`src/rtl/ucode_ctrl.sv`:
```
module ucode_ctrl (
  input  logic       clk,
  input  logic       rst_n,
  input  logic [5:0] opcode,
  input  logic       zero,
  input  logic       mem_busy,
  output logic       ld_ir,
  output logic       ld_a,
  output logic       ld_b,
  output logic       ld_ma,
  output logic       en_imm,
  output logic       en_alu,
  output logic       en_reg,
  output logic       en_mem,
  output logic       reg_wr,
  output logic       mem_wr,
  output logic [2:0] reg_sel,
  output logic [1:0] ext_sel,
  output logic [2:0] alu_op,
  output logic [5:0] upc,
  output logic       illegal
);

  localparam logic [2:0] J_NEXT = 3'd0, J_SPIN = 3'd1, J_FETCH = 3'd2, J_DISP = 3'd3,
                         J_FEQZ = 3'd4, J_FNEZ = 3'd5, J_HOLD = 3'd6;

  localparam logic [17:0] C_LIR = 18'h20000, C_LA  = 18'h10000, C_LB  = 18'h08000,
                          C_LMA = 18'h04000, C_IMM = 18'h02000, C_ALU = 18'h01000,
                          C_REG = 18'h00800, C_MEM = 18'h00400, C_RW  = 18'h00200,
                          C_MW  = 18'h00100;
  localparam logic [17:0] S_RS = 18'h00, S_RT = 18'h20, S_RD = 18'h40, S_LNK = 18'h60, S_PC = 18'h80;
  localparam logic [17:0] X_SE = 18'h00, X_BR = 18'h08, X_JT = 18'h10;
  localparam logic [17:0] O_ADD = 18'd0, O_INC4 = 18'd1, O_FUNC = 18'd2, O_OP = 18'd3,
                          O_JT = 18'd4, O_PA = 18'd5, O_PB = 18'd6;

  localparam logic [17:0] W_A_RS   = C_REG | S_RS | C_LA;
  localparam logic [17:0] W_A_PC   = C_REG | S_PC | C_LA;
  localparam logic [17:0] W_B_RT   = C_REG | S_RT | C_LB;
  localparam logic [17:0] W_B_SX   = C_IMM | X_SE | C_LB;
  localparam logic [17:0] W_B_BR   = C_IMM | X_BR | C_LB;
  localparam logic [17:0] W_B_JT   = C_IMM | X_JT | C_LB;
  localparam logic [17:0] W_MA_SUM = C_ALU | O_ADD | C_LMA;

  localparam logic [5:0] A_FETCH = 6'd0,  A_ALU  = 6'd4,  A_ALUI = 6'd7,  A_LW   = 6'd10,
                         A_SW    = 6'd15, A_BEQZ = 6'd20, A_BNEZ = 6'd24, A_J    = 6'd28,
                         A_JR    = 6'd31, A_JAL  = 6'd33, A_JALR = 6'd37, A_MM   = 6'd41,
                         A_HALT  = 6'd48;

  logic [17:0] cw;
  logic [2:0]  jt;
  logic [5:0]  disp, nxt, inc;

  always_comb begin
    cw = '0;
    jt = J_HOLD;
    case (upc)
      6'd0:         begin cw = C_REG | S_PC | C_LMA;           jt = J_NEXT;  end
      6'd1:         begin cw = C_MEM | C_LIR;                  jt = J_SPIN;  end
      6'd2:         begin cw = W_A_PC;                         jt = J_NEXT;  end
      6'd3:         begin cw = C_ALU | O_INC4 | C_RW | S_PC;   jt = J_DISP;  end
      6'd4:         begin cw = W_A_RS;                         jt = J_NEXT;  end
      6'd5:         begin cw = W_B_RT;                         jt = J_NEXT;  end
      6'd6:         begin cw = C_ALU | O_FUNC | C_RW | S_RD;   jt = J_FETCH; end
      6'd7:         begin cw = W_A_RS;                         jt = J_NEXT;  end
      6'd8:         begin cw = W_B_SX;                         jt = J_NEXT;  end
      6'd9:         begin cw = C_ALU | O_OP | C_RW | S_RT;     jt = J_FETCH; end
      6'd10, 6'd15: begin cw = W_A_RS;                         jt = J_NEXT;  end
      6'd11, 6'd16: begin cw = W_B_SX;                         jt = J_NEXT;  end
      6'd12, 6'd17: begin cw = W_MA_SUM;                       jt = J_NEXT;  end
      6'd13:        begin cw = C_MEM | C_RW | S_RT;            jt = J_SPIN;  end
      6'd18:        begin cw = C_REG | S_RT | C_MW;            jt = J_SPIN;  end
      6'd14, 6'd19: begin cw = '0;                             jt = J_FETCH; end
      6'd20:        begin cw = W_A_RS;                         jt = J_FNEZ;  end
      6'd24:        begin cw = W_A_RS;                         jt = J_FEQZ;  end
      6'd21, 6'd25: begin cw = W_A_PC;                         jt = J_NEXT;  end
      6'd22, 6'd26: begin cw = W_B_BR;                         jt = J_NEXT;  end
      6'd23, 6'd27: begin cw = C_ALU | O_ADD | C_RW | S_PC;    jt = J_FETCH; end
      6'd28:        begin cw = W_A_PC;                         jt = J_NEXT;  end
      6'd29:        begin cw = W_B_JT;                         jt = J_NEXT;  end
      6'd30:        begin cw = C_ALU | O_JT | C_RW | S_PC;     jt = J_FETCH; end
      6'd31:        begin cw = W_A_RS;                         jt = J_NEXT;  end
      6'd32:        begin cw = C_ALU | O_PA | C_RW | S_PC;     jt = J_FETCH; end
      6'd33:        begin cw = W_A_PC;                         jt = J_NEXT;  end
      6'd34:        begin cw = C_ALU | O_PA | C_RW | S_LNK;    jt = J_NEXT;  end
      6'd35:        begin cw = W_B_JT;                         jt = J_NEXT;  end
      6'd36:        begin cw = C_ALU | O_JT | C_RW | S_PC;     jt = J_FETCH; end
      6'd37:        begin cw = W_A_PC;                         jt = J_NEXT;  end
      6'd38:        begin cw = C_REG | S_RS | C_LB;            jt = J_NEXT;  end
      6'd39:        begin cw = C_ALU | O_PA | C_RW | S_LNK;    jt = J_NEXT;  end
      6'd40:        begin cw = C_ALU | O_PB | C_RW | S_PC;     jt = J_FETCH; end
      6'd41:        begin cw = C_REG | S_RS | C_LMA;           jt = J_NEXT;  end
      6'd42:        begin cw = C_MEM | C_LA;                   jt = J_SPIN;  end
      6'd43:        begin cw = C_REG | S_RT | C_LMA;           jt = J_NEXT;  end
      6'd44:        begin cw = C_MEM | C_LB;                   jt = J_SPIN;  end
      6'd45:        begin cw = C_REG | S_RD | C_LMA;           jt = J_NEXT;  end
      6'd46:        begin cw = C_ALU | O_FUNC | C_MW;          jt = J_SPIN;  end
      6'd47:        begin cw = '0;                             jt = J_FETCH; end
      default:      begin cw = '0;                             jt = J_HOLD;  end
    endcase
  end

  always_comb begin
    case (opcode)
      6'h00:   disp = A_ALU;
      6'h09:   disp = A_ALUI;
      6'h23:   disp = A_LW;
      6'h2B:   disp = A_SW;
      6'h04:   disp = A_BEQZ;
      6'h05:   disp = A_BNEZ;
      6'h02:   disp = A_J;
      6'h06:   disp = A_JR;
      6'h03:   disp = A_JAL;
      6'h07:   disp = A_JALR;
      6'h1C:   disp = A_MM;
      default: disp = A_HALT;
    endcase
  end

  assign inc = upc + 6'd1;

  always_comb begin
    case (jt)
      J_NEXT:  nxt = inc;
      J_SPIN:  nxt = mem_busy ? upc : inc;
      J_FETCH: nxt = A_FETCH;
      J_DISP:  nxt = disp;
      J_FEQZ:  nxt = zero ? A_FETCH : inc;
      J_FNEZ:  nxt = zero ? inc : A_FETCH;
      default: nxt = upc;
    endcase
  end

  always_ff @(posedge clk or negedge rst_n)
    if (!rst_n) upc <= A_FETCH;
    else        upc <= nxt;

  assign {ld_ir, ld_a, ld_b, ld_ma, en_imm, en_alu, en_reg, en_mem,
          reg_wr, mem_wr, reg_sel, ext_sel, alu_op} = cw;
  assign illegal = (jt == J_HOLD);

  a_r3_spin_hold: assert property (@(posedge clk) disable iff (!rst_n)
    (mem_busy && (en_mem || mem_wr)) |=> (upc == $past(upc)));

  a_r2_fetch_continues: assert property (@(posedge clk) disable iff (!rst_n)
    (ld_ir && !mem_busy) |=> (ld_a && en_reg && reg_sel == 3'd4));

  a_r10_one_driver: assert property (@(posedge clk) disable iff (!rst_n)
    $countones({en_imm, en_alu, en_reg, en_mem}) <= 1);

  a_r11_halt_sticky: assert property (@(posedge clk) disable iff (!rst_n)
    illegal |=> (illegal && $stable(upc)));

  a_r11_halt_quiet: assert property (@(posedge clk) disable iff (!rst_n)
    illegal |-> !(reg_wr || mem_wr || ld_ir || ld_a || ld_b || ld_ma));

endmodule

```
`config.mk`:
```
export PLATFORM = sky130hd
export DESIGN_NAME = ucode_ctrl
export DESIGN_NICKNAME = d
export VERILOG_FILES = /design/src/rtl/ucode_ctrl.sv
export SDC_FILE = /design/constraint.sdc
export NUM_CORES = 1
export LEC_CHECK = 0
export CAP_MARGIN = 20
export CELL_PAD_IN_SITES_DETAIL_PLACEMENT = 1
export CELL_PAD_IN_SITES_GLOBAL_PLACEMENT = 1
export CORE_MARGIN = 4
export CORE_UTILIZATION = 42
export DETAILED_ROUTE_END_ITERATION = 12
export DONT_BUFFER_PORTS = 1
export PLACE_DENSITY_LB_ADDON = 0.1
export SLEW_MARGIN = 20
export SYNTH_ARGS = -nofsm -noshare
export SYNTH_HDL_FRONTEND = slang
export SYNTH_SLANG_ARGS = --single-unit
export TNS_END_PERCENT = 50
```
`constraint.sdc`:
```
create_clock -name clk -period 2.8 [get_ports clk]
set_input_delay 0.28 -clock clk [delete_from_list [all_inputs] [get_ports clk]]
set_output_delay 0.28 -clock clk [all_outputs]
set_load 0.02 [all_outputs]
```
# Word-level counts from Yosys, hierarchy flattened
# Memories as Yosys holds them, arrays and structs flattened.
# Cells that the tools add are included.
# op_classes
multipliers	0
addsub	1
n_mux	5
div	0
reduce_logical	4
n_shift	0
n_bitwise	0
order_cmp	0
eq_ne	17
# op_table
op	count
$pmux W6 S11	1
$pmux W6 S6	1
$eq A6 B3 Y1 const B	4
$mux W6	3
$eq A6 B2 Y1 const B	2
$eq A6 B6 Y1 const B	2
$eq A3 B3 Y1 const B	3
$add A6 B1 Y6 const B	1
$eq A3 B2 Y1 const B	2
$eq A6 B4 Y1 const B	1
$eq A6 B5 Y1 const B	1
$logic_not A6 Y1	1
$reduce_bool A6 Y1	1
$eq A3 B1 Y1 const B	1
$logic_not A3 Y1	1
$ne A2 B2 Y1 const B	1
$reduce_and A2 Y1	1
# totals
ff_bits	6
ramBits	0
input_bits	10
n_memories	1
latch_bits	0
mem_bits_ro	1344
# memory_table
name	depth	width	read_ports	rd_clocked_by_memory_dff	wr	line	text
(name not given)	64	21	1	0	0	56	case (upc)

# Longest topological paths before layout
# An unclocked memory read counts as a cell.
# depth
ltp_word	4
mapped_depth	10

# Worst setup path after synthesis
# Ideal clock, no wire load.
# synth_timing
path_kind	register to register
start	reg upc[0]
end	reg upc[4]
setup_slack_ns	0.057
synth_period_minus_slack_ns	2.743
setup_time_ns	0.124
path_stages_with_launch	10
t_arrival_ns	2.619
cell_sequence	dfrtp_1 -> inv_1 -> ha_1 -> buf_2 -> mux2i_1 -> a21oi_1 -> o31ai_4 -> mux2i_2 -> o21ai_1 -> a211o_1
# synth_via
elab_chain_len	4
word_cells_on_any_way	15
# synth_lines
item	line	text
start, declared	20	output logic [5:0] upc,
start signal, assigned	135	else upc <= nxt;
$mem_v2 Z64 W21	--	
$eq A3 B3 Y1, or another cell as far along	122	case (jt)
$reduce_bool A6 Y1 (no source line) / $ne A2 B2 Y1 (equally long branches)	--	
$reduce_and A2 Y1 (no source line)	--	
# Parallel ways exist; a longest one is shown, timed or not. The select of a mux whose other input is x is not followed.
# A chain may end at the register's enable or synchronous reset.

# Worst setup path in the final report
# layout_timing
start	reg upc[1]
end	out illegal
# layout_via
elab_chain_len	2
# layout_lines
item	line	text
$mem_v2 Z64 W21	--	
$eq A3 B3 Y1	139	assign illegal = (jt == J_HOLD);
end, declared	21	output logic illegal
# Every way passes these cells.

==> run summary <==
status: finished, final reports clean
syn_area_per_cell: 6.65 sq um
CP startpoint kind: register
slack of the worst reg-to-reg path: 0.18 ns
CTS buffer count: 3
top_reg_cell synth: dfrtp_1
met3 usage: 2.66%
ANT nets after route: 0
met1 usage: 29.5%
worst reg2reg endpoint: upc[0]
Max clock buf depth: 2
Hold Crit Class: in -> reg
area of the multi-input gates: 1410 sq um
DRC: 0
dpl cells: 312
Switching Share: 58.2%
Critical Path AT: 2.36 ns
biggest regs: upc: 6 flops
share of cells above drive strength 1: 18.2%
max FFs per register: 6
Core ar.: 3770 sq um
pre-CTS setup slack: 0.166 ns
busiest grt layer: met2
pwr dens: 1240 nW/um^2
synth unique cells: 53
Post-Synthesis Cells: 253
Sequential Power Share: 8.8%
actual transition at the worst max-transition pin: 0.662 ns
Pleak: 0.000796 uW
CTS Root Cell: clkbuf_8
IO Pins: 35
Yosys reg bits: 6
DRT Wirelength: 6560 um
Power Total: 2420 uW
WS Path Type: reg -> out
internal power: 1010 uW
CTS tree: built
WHS Path Cells: 2
Max VDD drop: 0.000543 V
Vias: 2079
die area: 5080 sq um
met2 usage: 45.8%
Worst Min Path Start: opcode[4]
Relative slew margins: 55.4%
most frequent cells in the layout: buf_4 (33), nor2_1 (28), nand2_1 (26), a21oi_1 (23), o21ai_0 (20)
Worst EP required: 2.52 ns
Non-Filler Instances: 317
Clock Skews: 0.00483 ns
diode count: 0
EDFF count, synth: 0
fin. max-slew vios: 0
Initial Utilization: 44.6%
fillcell total: 506
Sink Count: 6
sw power: 1410 uW
Post-Syn Nets: 274
H-tree levels: 1
most flop-heavy register: upc
die height: 71.3 um
WHS: 0.325 ns
Vias/cell: 6.56
global placer's final weighted congestion: 0.941
IO Port Bufs: 0
worst r2r src: upc[0]
WL/cell: 20.7 um
Post-Route Utilization: 51.6%
Die Wd: 71.3 um
combinational power share: 85.7%
Worst Hold End: upc[5]
max cap viols: 0
DR iter-0 viols: 180
initial antenna violation count: 0
CP max FO: 8
total track usage: 25.5%
pin count of the biggest net entering global routing: 22
commonest non-fill, non-tap cell in the layout: buf_4
Worst Setup Slack, final: 0.161 ns
first-pass GRT wire length: 10500 um
Overflow after GRT: 0
Area growth syn-to-layout: 15.7%
Tcrit/Tclk final: 94.2%
min cycle time layout: 2.64 ns
sequential cell area fraction in the yosys report: 8.93%
Worst Setup End Kind: output pin
First-pass DRT Iterations: 4
post-DP HPWL: 5070 um
Clock Latency Late Sink: 0.23 ns
Synth warnings: 0
Syn Std Cell Area: 1680 sq um
Setup Viol. Count Final: 0
r2r worst-path depth: 10
Fin. Hold Viols: 0
async set-or-reset flop fraction in the synthesized netlist: 100%
Clk pwr share: 5.6%
Max Freq: 0.379 GHz
Clock transition at path regs: 0.04 ns
vias in the first global route: 2120
FP Rows: 22
Final #Nets: 292
sequential cell area: 151 sq um
[synth_stat cells, types with 3 or more instances]
library cell  number  area [sq um]
a211o_1            4          35.0
a211oi_1           3          22.5
a21oi_1           24           120
a2bb2oi_1          4          35.0
a31oi_1            6          37.5
and2_1             4          25.0
buf_1              4          15.0
buf_2              3          15.0
buf_6              3          33.8
clkbuf_1          11          41.3
dfrtp_1            6           150
ha_1              11           138
inv_1              7          26.3
mux2i_1            3          30.0
nand2_1           26          97.6
nand2b_1           8          50.1
nand3_1            6          30.0
nor2_1            28           105
nor2b_1            9          56.3
nor3_1             6          30.0
nor3b_1            3          22.5
o211ai_1           3          22.5
o21ai_0           21           105
o22ai_1            6          37.5
o31ai_1            3          22.5
o32ai_1            3          26.3
or3_1              4          25.0
xnor2_1            3          26.3
[repair_timing]
item / CTS / global route
hold endpoints to repair: 6 / 0
buffers inserted: 0 / 1
resized for setup: 0 / 4
hold buffers: 1 / 0
endpoints found under the setup margin: 0 / 4
[critical path: stages, from the launching register on]
cell	delay [ns]
dfrtp_1	0.46
ha_1	0.27
ha_1	0.24
nand2b_1	0.16
a221oi_2	0.44
o31ai_4	0.16
nor3_1	0.22
buf_4	0.17
[worst max path at each step]
| stage | to | start | depth (start not counted) | slack [ns] |
|---|---|---|---|---|
| after floorplan | upc[4] | upc[0] | 9 | 0.06 |
| after global placement | upc[3] | upc[0] | 8 | 0.25 |
| after detailed placement | upc[3] | upc[0] | 8 | 0.17 |
| after CTS | illegal | upc[0] | 7 | 0.14 |
| after global routing | upc[0] | upc[1] | 8 | -0.03 |
| final | illegal | upc[1] | 7 | 0.16 |
[stage by stage]
step	cell area [sq um]	TNS, ns
3_5_place_dp	1880	0
4_1_cts	1930	0
2_1_floorplan	1680	0
5_1_grt	1950	-0.0265
6_report	1950	0
3_3_place_gp	1880	0
[layer usage]
| layer | vias to the layer above | share of wire (%) |
|---|---|---|
| li1 | 968 | - |
| met1 | 1029 | 42 |
| met2 | 61 | 51 |
| met3 | 21 | 3.8 |
| met4 | 0 | 3.8 |
| met5 | - | 0 |
[layout make-up]
cell class	count	area share (%)
Timing Repair Buffer	34	13.2
Tap cell	48	3.09
Inverter	7	1.35
Clock buffer	3	2.12
Sequential cell	6	7.78
Multi-Input combinational cell	219	72.4
[power groups by stage]
stage	clock, uW	combinational (uW)	sequential (uW)
final	135	2070	212
after global routing	148	2250	222
after CTS	137	2050	206
after detailed placement	0	2030	207
after floorplan	0	1370	216
after global placement	0	1990	205
[cell families (layout without fill, tap and decap cells)]
logic type	after synthesis	count (layout)	share of synthesized area (%)
AND/OR/NAND/NOR	105	105	32.0
flip-flops	6	6	8.93
XOR/XNOR	3	3	1.56
AO/OA/AOI/OAI	95	95	38.2
buffers and inverters	28	44	7.81
adder cells (fa/ha/maj)	11	11	8.18
multiplexers	5	5	3.27
Power figures use the tool's default switching activity.
